[src/rtl/isb_pkg.sv]
package isb_pkg;
  typedef enum logic [1:0] {
    OP_ALU = 2'd0,
    OP_MUL = 2'd1,
    OP_DIV = 2'd2,
    OP_RSV = 2'd3
  } op_cls_e;
endpackage

[src/rtl/isb_wport_timeline.sv]
module isb_wport_timeline #(
  parameter int DEPTH = 12,
  parameter int RW    = 5,
  parameter int LW    = $clog2(DEPTH + 1)
) (
  input  logic          clk,
  input  logic          rst_n,
  input  logic          book,
  input  logic [LW-1:0] book_lat,
  input  logic [RW-1:0] book_rd,
  input  logic [LW-1:0] query_lat,
  output logic          query_busy,
  output logic          wb_valid,
  output logic [RW-1:0] wb_rd
);
  // slot j describes the write landing j cycles after the current one
  logic          slot_v  [DEPTH];
  logic [RW-1:0] slot_rd [DEPTH];

  for (genvar j = 0; j < DEPTH; j++) begin : g_slot
    logic          nxt_v;
    logic [RW-1:0] nxt_rd;
    always_comb begin
      if (j < DEPTH - 1) begin
        nxt_v  = slot_v[(j < DEPTH - 1) ? j + 1 : j];
        nxt_rd = slot_rd[(j < DEPTH - 1) ? j + 1 : j];
      end else begin
        nxt_v  = 1'b0;
        nxt_rd = '0;
      end
      if (book && book_lat == LW'(j + 1)) begin
        nxt_v  = 1'b1;
        nxt_rd = book_rd;
      end
    end
    always_ff @(posedge clk or negedge rst_n) begin
      if (!rst_n) begin
        slot_v[j]  <= 1'b0;
        slot_rd[j] <= '0;
      end else begin
        slot_v[j]  <= nxt_v;
        slot_rd[j] <= nxt_rd;
      end
    end
  end

  always_comb begin
    query_busy = 1'b0;
    for (int j = 0; j < DEPTH; j++) begin
      if (query_lat == LW'(j)) query_busy = slot_v[j];
    end
  end

  assign wb_valid = slot_v[0];
  assign wb_rd    = slot_rd[0];

  // a one-cycle booking shows up on the write port at the next cycle
  p_short_lands_r2: assert property (@(posedge clk) disable iff (!rst_n)
    (book && book_lat == LW'(1)) |=> (wb_valid && wb_rd == $past(book_rd)));

  // a booking never lands on a slot that is already occupied
  p_no_rebook_r3: assert property (@(posedge clk) disable iff (!rst_n)
    (book && query_lat == book_lat) |-> !query_busy);
endmodule

[src/rtl/isb_reg_pending.sv]
module isb_reg_pending #(
  parameter int NREG = 32,
  parameter int RW   = 5,
  parameter int CW   = 4
) (
  input  logic          clk,
  input  logic          rst_n,
  input  logic          set,
  input  logic [RW-1:0] set_rd,
  input  logic [CW-1:0] set_cnt,
  input  logic [RW-1:0] chk_rd,
  input  logic [CW-1:0] chk_lat,
  output logic          waw_hit
);
  logic [CW-1:0] cnt [NREG];

  for (genvar r = 0; r < NREG; r++) begin : g_reg
    logic hit_me;
    assign hit_me = set && (set_rd == RW'(r));
    always_ff @(posedge clk or negedge rst_n) begin
      if (!rst_n)              cnt[r] <= '0;
      else if (hit_me)         cnt[r] <= set_cnt;
      else if (cnt[r] != '0)   cnt[r] <= cnt[r] - 1'b1;
    end

    // an untouched countdown falls by exactly one per cycle
    p_cnt_decay_r4: assert property (@(posedge clk) disable iff (!rst_n)
      (cnt[r] != '0 && !hit_me) |=> (cnt[r] == $past(cnt[r]) - 1'b1));
  end

  // pending write lands at now+cnt; a new write at now+lat must be strictly later
  assign waw_hit = (cnt[chk_rd] >= chk_lat);
endmodule

[src/rtl/isb_div_track.sv]
module isb_div_track #(
  parameter int OCC = 12,
  parameter int DW  = $clog2(OCC + 1)
) (
  input  logic clk,
  input  logic rst_n,
  input  logic start,
  output logic busy
);
  logic [DW-1:0] left;

  always_ff @(posedge clk or negedge rst_n) begin
    if (!rst_n)            left <= '0;
    else if (start)        left <= DW'(OCC - 1);
    else if (left != '0)   left <= left - 1'b1;
  end

  assign busy = (left != '0);

  // occupancy drains one step per cycle once started
  p_div_drain_r5: assert property (@(posedge clk) disable iff (!rst_n)
    (busy && !start) |=> (left == $past(left) - 1'b1));

  // a new divide never starts while the divider is occupied
  p_div_no_restart_r5: assert property (@(posedge clk) disable iff (!rst_n)
    busy |-> !start);
endmodule

[src/rtl/issue_scoreboard.sv]
module issue_scoreboard #(
  parameter int NREG    = 32,
  parameter int LAT_ALU = 1,
  parameter int LAT_MUL = 4,
  parameter int LAT_DIV = 12,
  parameter int DIV_OCC = 12
) (
  input  logic                    clk,
  input  logic                    rst_n,
  input  logic                    in_valid,
  output logic                    in_ready,
  input  logic [1:0]              in_cls,
  input  logic [$clog2(NREG)-1:0] in_rd,
  output logic                    wb_valid,
  output logic [$clog2(NREG)-1:0] wb_rd,
  output logic                    div_busy
);
  import isb_pkg::*;

  localparam int RW    = $clog2(NREG);
  localparam int MAXMD = (LAT_MUL > LAT_DIV) ? LAT_MUL : LAT_DIV;
  localparam int DEPTH = (LAT_ALU > MAXMD) ? LAT_ALU : MAXMD;
  localparam int LW    = $clog2(DEPTH + 1);

  op_cls_e       cls;
  logic [LW-1:0] lat;
  logic          is_div;
  logic          port_clash;
  logic          waw_hit;
  logic          div_block;
  logic          issue;

  assign cls = op_cls_e'(in_cls);

  always_comb begin
    unique case (cls)
      OP_MUL:  lat = LW'(LAT_MUL);
      OP_DIV:  lat = LW'(LAT_DIV);
      default: lat = LW'(LAT_ALU);
    endcase
  end

  assign is_div    = (cls == OP_DIV);
  assign div_block = is_div && div_busy;
  assign in_ready  = !(port_clash || waw_hit || div_block);
  assign issue     = in_valid && in_ready;

  isb_wport_timeline #(.DEPTH(DEPTH), .RW(RW), .LW(LW)) u_tl (
    .clk        (clk),
    .rst_n      (rst_n),
    .book       (issue),
    .book_lat   (lat),
    .book_rd    (in_rd),
    .query_lat  (lat),
    .query_busy (port_clash),
    .wb_valid   (wb_valid),
    .wb_rd      (wb_rd)
  );

  isb_reg_pending #(.NREG(NREG), .RW(RW), .CW(LW)) u_pend (
    .clk     (clk),
    .rst_n   (rst_n),
    .set     (issue),
    .set_rd  (in_rd),
    .set_cnt (lat - 1'b1),
    .chk_rd  (in_rd),
    .chk_lat (lat),
    .waw_hit (waw_hit)
  );

  isb_div_track #(.OCC(DIV_OCC)) u_div (
    .clk   (clk),
    .rst_n (rst_n),
    .start (issue && is_div),
    .busy  (div_busy)
  );

  // a booked write-port cycle holds the instruction
  p_clash_holds_r3: assert property (@(posedge clk) disable iff (!rst_n)
    port_clash |-> !in_ready);

  // a pending same-register write that would be overtaken holds the instruction
  p_waw_holds_r4: assert property (@(posedge clk) disable iff (!rst_n)
    waw_hit |-> !in_ready);

  // a divide is never accepted while the divider is occupied
  p_div_holds_r5: assert property (@(posedge clk) disable iff (!rst_n)
    (div_busy && in_cls == 2'd2) |-> !in_ready);

  // with every stall source quiet the instruction is accepted
  p_clear_accepts_r7: assert property (@(posedge clk) disable iff (!rst_n)
    (!port_clash && !waw_hit && !div_busy) |-> in_ready);
endmodule

[config.mk]
export PLATFORM = sky130hd
export DESIGN_NAME = issue_scoreboard
export DESIGN_NICKNAME = d
export VERILOG_FILES = /design/src/rtl/isb_pkg.sv /design/src/rtl/isb_wport_timeline.sv /design/src/rtl/isb_reg_pending.sv /design/src/rtl/isb_div_track.sv /design/src/rtl/issue_scoreboard.sv
export SDC_FILE = /design/constraint.sdc
export NUM_CORES = 1
export LEC_CHECK = 0
export ABC_AREA = 1
export CAP_MARGIN = 30
export CORE_MARGIN = 4
export CORE_UTILIZATION = 65
export DETAILED_ROUTE_END_ITERATION = 10
export MAX_ROUTING_LAYER = met4
export PLACE_DENSITY = 0.81
export SLEW_MARGIN = 20
export SYNTH_ARGS = -nofsm -noshare
export SYNTH_HDL_FRONTEND = slang
export SYNTH_SLANG_ARGS = --single-unit
[constraint.sdc]
create_clock -name clk -period 6.15 [get_ports clk]
set_input_delay 0.615 -clock clk [delete_from_list [all_inputs] [get_ports clk]]
set_output_delay 0.615 -clock clk [all_outputs]
set_load 0.03 [all_outputs]
==> summary by stage <==
Run status
The run finished with clean final reports.

Detailed routing
The final layout contains routed wiring with a total length of 28200 um. After detailed routing, the number of remaining DRC violations is 0. The first routing iteration left 955 violations.

Detailed routing placed a total of 2340 um of wire on met3. Detailed routing inserted a total of 9485 vias. Summed over all nets, wire length on met2 after detailed routing comes to ~13000 um. After detailed routing, the wire length on met1 is 11600 um. The number of optimization iterations in the first detailed-route pass is 7. In the final routed layout, each cell accounts on average for 17.4 um. The top layer used by detailed routing is met4.

The number of vias per cell after detailed routing is 5.84. The number of nets with antenna violations after detailed routing is 0.

Timing
The max-slew violation total from the final report is 0. After layout, the worst path uses 88.3% of the clock period. Setup violations remaining at the end of the flow were counted as 0.

Static timing analysis puts the maximum clock frequency at about 0.18 GHz. In this run the tightest slew margin relative to its limit is a little over a third. At the pin with the least slew margin, the transition time is approximately 0.97 ns.

Counting I/O delays and the setup requirement, the final critical path takes 5.43 ns. Clock skew on the completed layout was measured at approximately 0.016 ns. Setup repair after global routing left no endpoint under its margin. Across all hold checks on the routed design, the worst slack comes to approximately 0.13 ns. In the final timing run, aggregate negative setup slack is 0 ns. The final count of hold timing violations is 0.

Yosys
The xor/xnor cell area share of the yosys netlist is 5.60%. sky130_fd_sc_hd__dfrtp_1 takes more of the synthesized area than any other cell. Of the total synthesized cell area, the portion taken by full adders, half adders and majority gates is 8.01%. Yosys attributes the largest share of cell area to sky130_fd_sc_hd__dfrtp_1, sky130_fd_sc_hd__nand2_1, sky130_fd_sc_hd__ha_1. After synthesis the cells add up to 11300 um^2. The synthesized netlist devotes 9.92% of its cell area to compound gates. After synthesis, the largest family of logic cells by area is simple AND/OR/NAND/NOR gates. The post-synthesis instance total is 1379. The share of synthesized cell area in and, or, nand and nor gates is 22.2%. The portion of synthesized cell area occupied by the leading cell type is a little under half. The synthesized design contains between 200 and 250 register bits. Each instance of the synthesized netlist takes up on average 8.16 um^2. For this run, the number of Yosys warnings is 0.

The post-synth net total is 1461. The netlist uses 33 different library cells. The portion of the post-synthesis area used by sequential elements is 45.4%.

The multiplexer share of the synthesized area is less than 1%.

Setup path
The element type at the critical path start is an input pin. STA classifies the critical path endpoint as an output port. The setup slack of the most critical reg-to-reg path is 2.24 ns.

The number of logic stages on the critical path including buffering is 16. The endpoint required time on the critical path is roughly 5.5 ns. The count of buffer and inverter cells on the critical path is 5. Of all nets on the critical path, the largest fanout is 24.

The largest individual stage delay along the critical path comes from the cell sky130_fd_sc_hd__clkdlybuf4s50_1. The cell family contributing the most delay on the critical path is buffers and inverters. The critical path arrival is 4.82 ns. The startpoint identified for the worst register-to-register timing path is u_pend.cnt[31]$_DFFE_PN0P_. Tracing the worst setup path back leads to its startpoint at in_rd[0]. Walking the worst path, the cells encountered are clkdlybuf4s50_1 > buf_4 > nor2_2 > buf_4 > a22oi_1 > o221ai_1 > nand2_1 > nand3_1 > a211oi_1 > a21oi_1 > ha_1 > a221oi_1 > and3_1 > inv_1 > a21oi_4 > buf_4. The path type of the worst setup path is in2out. By instance count, the cell type seen most on the critical path is sky130_fd_sc_hd__buf_4. For the worst flop-to-flop path, the logic depth is 15. For this run, the slowest stage of the critical path takes 0.66 ns.

Clocking
CTS built an H-tree with a depth of 1. Buffers added to address setup during post-CTS repair amount to 0. Clock-pin slew was measured on the worst setup and hold paths at 0.06 ns. The clock sink count is around 200. The number of hold buffers added after CTS was 0. The longest clock path from root to sink contains 3 buffers. The number of gates resized after CTS was 0.

The later-pin clock latency in the skew report is about 0.51 ns. The CTS buffer count is 22. TritonCTS built the clock tree. The cell at the root of the clock tree is sky130_fd_sc_hd__clkbuf_16.

Global routing
The number of antenna violations at the first check in global routing is 0. Entering global routing, the biggest net connects 78 pins. The global-route wire length before repair is 46400 um. The overall fraction of global-route tracks in use is 30.1%.

Summed over all layers, the global routing overflow is 0. The number of global-route vias before repair came to 9100.

Floorplanning
The standard cell core area is 16800 um^2. The die boundary height is 140 um. After floorplanning, the core was divided into 47 placement rows. The floorplan step defined a die boundary enclosing a little under 20000 um^2. The initial utilization of the core area, before any placement, comes to about two thirds. The overall die width is 140 um. The total I/O pin count is 18.

Final layout
The number of nets in the layout is 1469. The layout-stage area growth over the synthesis result is 10.3%. In the final layout, the share of cells above drive strength 1 is 4.42%. 0 antenna diodes ended up in the layout.

The finished cells cover 12400 um^2.

Placement
Once placement finished, the instance area stood at 11600 um^2. The final estimated routing congestion in global placement is 0.949. The number of port buffers is 17. The total half-perimeter wirelength after legalization and detailed placement is 18800 um.

Pwr
For this design the ratio of total power to cell area is 527 nW/um^2. The worst-case IR drop observed on VDD is ~0.00035 V. The total power consumption of the routed design is 6.54 mW. The analysis attributes to cell leakage a power of 6.69 nW.

Job
Across the run, the number of max-cap violations was 0.

Hold path
The worst min-delay path category is in2async.
-- kinds of logic after synthesis --
logic type               Yosys count
AND/OR/NAND/NOR                  590
AO/OA/AOI/OAI                    188
adder cells (fa/ha/maj)           72
buffers and inverters            252
multiplexers                       1
flip-flops                       204
XOR/XNOR                          72
-- per-layer routing --
layer / track usage [%] / up-vias
met5: - / -
met4: 10.4 / 0
met3: 4.91 / 96
met2: 46.8 / 443
met1: 40.8 / 4460
li1: - / 4486
-- where the power goes --
part / switching [mW] / internal [mW]
logic: 1.76 / 1.12
registers: 0.388 / 1.86
clock network: 0.542 / 0.871
total: 2.69 / 3.85
-- metrics by stage --
stage / utilization, % / worst slack (ns) / cells
global route: 74.0 / 0.455 / 1623
global placement: 69.1 / 0.884 / 1582
CTS: 73.9 / 0.852 / 1622
floorplan: - / 2.20 / 1379
detailed placement: 69.1 / 0.693 / 1582
finish: 74.0 / 0.718 / 1623
-- flip-flops by register name, indices dropped and copies added, names as in the netlist --
name           flops
u_tl.slot_rd      55
u_pend.cnt       128
u_tl.wb_rd         5
u_div.left         4
u_tl.slot_v       11
u_tl.wb_valid      1
-- area by class of cell --
cell class,instances,area (um^2)
timing repair buffer,32,299
clock buffer,32,658
inverter,204,766
tap,220,275
fill,1239,4350
multi-input combinational,923,5170
clock inverter,8,133
sequential,204,5100
-- worst reg2reg max path, cell delays in order (launching register included) --
cell and delay (ns):
sky130_fd_sc_hd__dfrtp_1 0.41, sky130_fd_sc_hd__a22oi_1 0.28, sky130_fd_sc_hd__o221ai_1 0.19, sky130_fd_sc_hd__nand2_1 0.11, sky130_fd_sc_hd__nand3_1 0.08, sky130_fd_sc_hd__a211oi_1 0.24
sky130_fd_sc_hd__a21oi_1 0.08, sky130_fd_sc_hd__ha_1 0.30, sky130_fd_sc_hd__a221oi_1 0.27, sky130_fd_sc_hd__and3_1 0.23, sky130_fd_sc_hd__inv_1 0.07, sky130_fd_sc_hd__a21oi_4 0.51
sky130_fd_sc_hd__buf_4 0.36, sky130_fd_sc_hd__nand3_1 0.35, sky130_fd_sc_hd__nand2_1 0.19, sky130_fd_sc_hd__o21ai_1 0.10
-- path summary, 6_finish.rpt --
path,endpoint
worst max-delay path,in_ready
worst min-delay path,u_pend.cnt[74]$_DFFE_PN0P_
worst max register to register,u_tl.slot_rd[16]$_DFF_PN0_
worst min register to register,u_tl.slot_rd[29]$_DFF_PN0_
max in group asynchronous,u_tl.wb_rd[3]$_DFF_PN0_
min in group clk,u_tl.slot_rd[29]$_DFF_PN0_
-- cell usage in the layout (no fill, tap or decap), drive strengths merged, types with 2 or more instances in the layout --
cell           synthesis  final
o21ai                105    105
dfrtp                204    204
a211oi                 2      2
bufinv                 0      3
a22o                   3      3
clkinv                 2      6
buf                   23     17
clkdlybuf4s50          0     14
nand4                 36     36
a22oi                 21     21
xnor2                  2      2
clkbuf                25     33
xor2                  70     70
nand3                139    139
o221ai                21     21
a221oi                 4      4
a21oi                 26     26
nor2                 140    140
ha                    72     72
o22ai                  3      3
nand2                265    265
nor3                   8      8
inv                  202    202
-- cell usage after synthesis --
cell type	instances
sky130_fd_sc_hd__nand2_1	264
sky130_fd_sc_hd__dfrtp_1	204
sky130_fd_sc_hd__inv_1	200
sky130_fd_sc_hd__nand3_1	139
sky130_fd_sc_hd__nor2_1	139
sky130_fd_sc_hd__o21ai_0	88
sky130_fd_sc_hd__ha_1	72
sky130_fd_sc_hd__xor2_1	70
sky130_fd_sc_hd__nand4_1	36
sky130_fd_sc_hd__a21oi_1	26
sky130_fd_sc_hd__clkbuf_1	25
sky130_fd_sc_hd__a22oi_1	21
sky130_fd_sc_hd__o221ai_1	21
sky130_fd_sc_hd__o21ai_1	17
sky130_fd_sc_hd__buf_2	9
sky130_fd_sc_hd__buf_4	9
sky130_fd_sc_hd__nor3_1	8
sky130_fd_sc_hd__buf_1	5
sky130_fd_sc_hd__a221oi_1	4
sky130_fd_sc_hd__a22o_1	3
sky130_fd_sc_hd__o22ai_1	3
sky130_fd_sc_hd__a211oi_1	2
sky130_fd_sc_hd__clkinv_1	2
sky130_fd_sc_hd__inv_2	2
sky130_fd_sc_hd__xnor2_1	2
sky130_fd_sc_hd__and2_1	1
sky130_fd_sc_hd__and3_1	1
sky130_fd_sc_hd__mux2_2	1
sky130_fd_sc_hd__nand2_2	1
sky130_fd_sc_hd__nor2_2	1
sky130_fd_sc_hd__o2111ai_1	1
sky130_fd_sc_hd__o211ai_1	1
sky130_fd_sc_hd__o31ai_1	1
(Power assumes the default switching activity.)
